File: src/rtl/wdog_prescaled.sv
module wdog_prescaled #(
  parameter int TICK_DIV = 12,
  parameter int CNT_W    = 14,
  parameter int PS_BITS  = 3
) (
  input  logic       clk,
  input  logic       rst_n,
  input  logic       sel,
  input  logic       wr_en,
  input  logic       rd_en,
  input  logic [7:0] wdata,
  output logic [7:0] rdata,
  input  logic       idle,
  output logic       timeout_flag,
  output logic       rst_req
);
  localparam int PH_W  = (TICK_DIV > 1) ? $clog2(TICK_DIV) : 1;
  localparam int PRE_W = 1 << PS_BITS;
  localparam int B_EN  = 7;
  localparam int B_CLR = 6;
  localparam int B_IDL = 5;

  logic [PH_W-1:0]    ph_q;
  logic [PRE_W-1:0]   pre_q;
  logic [CNT_W-1:0]   cnt_q;
  logic [PS_BITS-1:0] ps_q;
  logic               en_q, clr_q, idle_en_q;

  wire tick   = (ph_q == PH_W'(TICK_DIV - 1));
  wire wr_hit = sel & wr_en;
  wire run    = tick & ~clr_q & (~idle | idle_en_q);
  wire [PRE_W-1:0] lim = {PRE_W{1'b1}} >> (PS_BITS'(PRE_W - 1) - ps_q);

  always_ff @(posedge clk or negedge rst_n)
    if (!rst_n)    ph_q <= '0;
    else if (tick) ph_q <= '0;
    else           ph_q <= ph_q + 1'b1;

  always_ff @(posedge clk or negedge rst_n)
    if (!rst_n) begin
      en_q <= 1'b0; clr_q <= 1'b0; idle_en_q <= 1'b0; ps_q <= '0;
    end else if (wr_hit) begin
      en_q      <= wdata[B_EN];
      clr_q     <= wdata[B_CLR];
      idle_en_q <= wdata[B_IDL];
      ps_q      <= wdata[PS_BITS-1:0];
    end else if (tick) begin
      clr_q <= 1'b0;
    end

  always_ff @(posedge clk or negedge rst_n)
    if (!rst_n) begin
      pre_q <= '0; cnt_q <= '0; timeout_flag <= 1'b0; rst_req <= 1'b0;
    end else begin
      rst_req <= 1'b0;
      if (tick & clr_q) begin
        pre_q <= '0; cnt_q <= '0; timeout_flag <= 1'b0;
      end else if (run) begin
        if (pre_q >= lim) begin
          pre_q <= '0;
          cnt_q <= cnt_q + 1'b1;
          if (&cnt_q) begin
            timeout_flag <= 1'b1;
            rst_req      <= en_q;
          end
        end else begin
          pre_q <= pre_q + 1'b1;
        end
      end
    end

  assign rdata = (sel & rd_en)
               ? {en_q, clr_q, idle_en_q, {(5 - PS_BITS){1'b0}}, ps_q}
               : 8'h00;
endmodule

File: config.mk
export PLATFORM = sky130hd
export DESIGN_NAME = wdog_prescaled
export DESIGN_NICKNAME = d
export VERILOG_FILES = /design/src/rtl/wdog_prescaled.sv
export SDC_FILE = /design/constraint.sdc
export NUM_CORES = 1
export LEC_CHECK = 0
export ABC_CLOCK_PERIOD_IN_PS = 1900
export CAP_MARGIN = 20
export CORE_MARGIN = 2
export CORE_UTILIZATION = 59
export CTS_BUF_LIST = sky130_fd_sc_hd__clkbuf_8
export DETAILED_ROUTE_END_ITERATION = 8
export DONT_BUFFER_PORTS = 1
export PLACE_DENSITY = 0.78
export SYNTH_ARGS = -nofsm -noshare
export SYNTH_HDL_FRONTEND = slang
export SYNTH_SLANG_ARGS = --single-unit
File: constraint.sdc
create_clock -name clk -period 1.9 [get_ports clk]
set_input_delay 0.285 -clock clk [delete_from_list [all_inputs] [get_ports clk]]
set_output_delay 0.285 -clock clk [all_outputs]
set_load 0.005 [all_outputs]
==> metrics.md <==
| Metric | Value |
|---|---|
| Synth Cell Area | 1983 µm² |
| Routed Antenna Nets | 0 |
| Slew @ Worst Pin | between 500 and 600 ps |
| Post-Synth Adder-Cell Area | under 10% |
| Hold Vio Cnt, Final | 0 |
| Largest net degree at the start of global routing | 35 |
| CP arrival | roughly 2300 ps |
| Initial drt markers | 152 |
| Antenna cell count | 0 |
| Simple-gate portion of the synthesized area | 25.24% |
| Routed len/inst | around 20 µm |
| Global placer's final weighted congestion | 0.8655 |
| Nets | 263 |
| Predominant post-synthesis flop cell | dfrtp_1 |
| DR pass1 iterations | 4 |
| Outcome | finished, violations left |
| Row cnt | 21 |
| CORE AREA | ~3300 µm² |
| Design Area, Final | 2562 µm² |
| Skew final | between 5 and 6 ps |
| Hold WS | 140.6 ps |
| Area Growth Syn to Fin | 29.21% |
| Vias in the first global route | 1754 |
| Period utilization | 109.3% |
| Total gr overflow | 0 |
| Non-filler cells in the finished layout | 286 |
| Final wirelength | 5.731 mm |
| Final WS setup | -176.3 ps |
| Unrepaired setup endpoints after global routing | true |
| Worst VDD drop | 0.0005264 V |
| Leak | 1.213 nW |
| Synth cell types | 43 |
| CTS sink count | 34 |
| Placed Area | ~2200 µm² |
| Clock root buffer | clkbuf_8 |
| Startpoint type of the worst setup path | flop |
| Buffers added on ports | 0 |
| Syn avg cell area | between 9 and 10 µm² |
| Die height | 61.98 µm |
| Via/cell ratio | 6.514 |
| Initial Utilization | approximately three fifths |
| Gate Count Post-Synth | 212 |
| Mux cell area share after synthesis | 3.912% |
| Die Wd | 61.98 µm |
| Total CTS buffers | 5 |
| XOR/XNOR Fraction of Synth Area | 0.4416% |
| Yosys warns | 0 |
| Total of max-cap violations | 0 |
| PD cells | 684.5 nW/µm² |
| Placed cell count | between 200 and 300 |
| Clock transition at the registers of the reported paths | 70 ps |
| DRC | 0 |
| Global-route wire length before repair | 7.962 mm |
| CTS tree | yes |
| Slew margin rel. | between 60 and 70% |
| Clock H-tree levels | 2 |
| Post-route minimum period | 2076 ps |
| Dpl ws | -271.7 ps |
| FFs w/ async S/R, synth | 100.0% |
| # IOs | 24 |
| Die footprint | ~3800 µm² |
| Final setup fails | 23 |
| Sequential cell area fraction in the yosys report | 42.90% |
| Fmax | around 480 MHz |
| Crit path largest cell delay | around 480 ps |
| Complex-gate fraction of the synthesized area | 18.17% |
| Skew-Pair Late Insertion Delay | 290 ps |
| Post-CTS Setup Repair Bufs | 0 |
| Largest family of logic cells by synthesized area | simple AND/OR/NAND/NOR gates |
| Max-slew violation count | 0 |
| WP data required | between 2000 and 2500 ps |
| HPWL Detailed | 3.225 mm |
| Total GRT Usage | 29.41% |
| Maximum clock insertion buffer count | 2 |
| Initial antenna violation count | 0 |
| Crit-path max FO | 7 |
| Setup Crit Path Kind | reg2reg |
| Violated checks | negative setup slack |
| CP max stage cell | dfrtp_2 |
| Critical path endpoint category | flop |
| Most frequent CP cell | a21oi_2 |
| EDFF count, synth | 0 |
| FF+latch count, synth | 34 |
| Worst Hold Class | in2reg |
| Via count | ~1900 |
| Critical path, cell by cell | a21oi_2 -> ha_1 -> a21oi_2 -> o21ai_4 -> a211o_4 -> o21ai_1 -> a22o_1 |
| Share of layout cells above drive strength 1 | approximately a third |
## cell usage after synthesis, drive strengths merged (2+ instances only)
cell type	n	area share (%)
nor4	2	0.63
a21oi	5	1.3
nand2b	2	0.63
a21o	2	0.76
buf	5	1.5
nand3	15	3.8
and4	2	1.0
nand4	3	1.3
and3	11	3.5
dfrtp	34	43
o211ai	8	3.0
o311ai	6	2.6
mux2	6	3.4
nor2b	4	1.3
or4	5	1.9
ha	10	6.3
a32oi	3	1.3
clkbuf	4	0.76
inv	3	0.57
a211o	2	0.88
a22o	5	2.2
nor3	9	2.3
nor2	7	1.3
nand2	32	6.1
o21ai	14	3.5
## final timing paths
check                           slack (ps)  depth (start not counted)                     to                start
min in group asynchronous              470                          2  cnt_q[11]$_DFFE_PN0P_                rst_n
worst max register to register        -180                          7   pre_q[2]$_DFFE_PN0P_  ps_q[1]$_DFFE_PN0P_
worst max-delay path                  -180                          7   pre_q[2]$_DFFE_PN0P_  ps_q[1]$_DFFE_PN0P_
max in group asynchronous             1230                          2    ps_q[0]$_DFFE_PN0P_                rst_n
worst min-delay path                   140                          1       en_q$_DFFE_PN0P_             wdata[7]
worst min register to register         460                          1      ph_q[0]$_DFF_PN0_    ph_q[0]$_DFF_PN0_
## final cells by class
type,count,area [µm²]
clock buffers,6,82.58
clock inverters,2,8.758
fillers,203,721.9
inverters,3,11.26
multi-input cells,167,1314
flip-flops and latches,34,854.6
well taps,46,57.56
repair buffers,28,234.0
## what timing repair did
action / CTS / global route
gates cloned: 2 / 1
gates resized for setup: 21 / 42
hold endpoints to repair: 34 / 0
setup endpoints to repair: 24 / 24
hold buffers: 2 / 0
pin swaps: 8 / 26
## layout by cell type (no fill, tap or decap), types with 7 or more instances in the layout
cell type,Yosys,final
dfrtp_1,34,31
nand2_1,32,30
buf_4,2,22
nand3_1,15,12
and3_1,10,10
o211ai_1,8,8
nor3_1,9,7
ha_1,10,7
## where the power goes
group / internal [mW] / switching [mW] / total, mW / leakage [nW]
sequential: 0.777 / 0.0832 / 0.860 / 0.401
combinational: 0.160 / 0.176 / 0.335 / 0.760
clock: 0.287 / 0.271 / 0.558 / 0.0524
total: 1.22 / 0.530 / 1.75 / 1.21
## cell families (layout without fill, tap and decap cells)
logic type                 after synthesis  after routing
muxes                                    7              7
buffers and inverters                   12             39
adders and majority gates               10             10
and+or+nand+nor                         96             96
other                                    1              2
DFF                                     34             34
AOI/OAI and AO/OA                       51             51
xor gates and xnor gates                 1              1
## metal layers
metal	GRT usage (%)	wire length [µm]
met1	32.49	2161
met5	0	0
met4	13.07	229
met3	8.282	268
met2	52.23	3071
## flip-flops by register name, summed over array words and instances (netlist names)
signal	cells
cnt_q	14
pre_q	8
ph_q	4
timeout_flag	1
idle_en_q	1
clr_q	1
ps_q	3
en_q	1
rst_req	1
## critical path: cells and delay by family, from the launching register on
| family | cells | cell delay [ps] |
|---|---|---|
| compound gates | 6 | 1230 |
| flops | 1 | 480 |
| fa+ha+maj | 1 | 280 |
## metrics by stage
step | TNS, ps | util [%] | total power, mW
global route | -3806 | 78.02 | 1.835
detailed placement | -3965 | 66.13 | 1.067
finish | -2101 | 78.02 | 1.754
global placement | -1645 | 66.13 | 1.051
floorplan | -19.16 | - | 0.9901
CTS | -1560 | 71.96 | 1.656
Note: power is estimated with default switching activity, not from simulation.
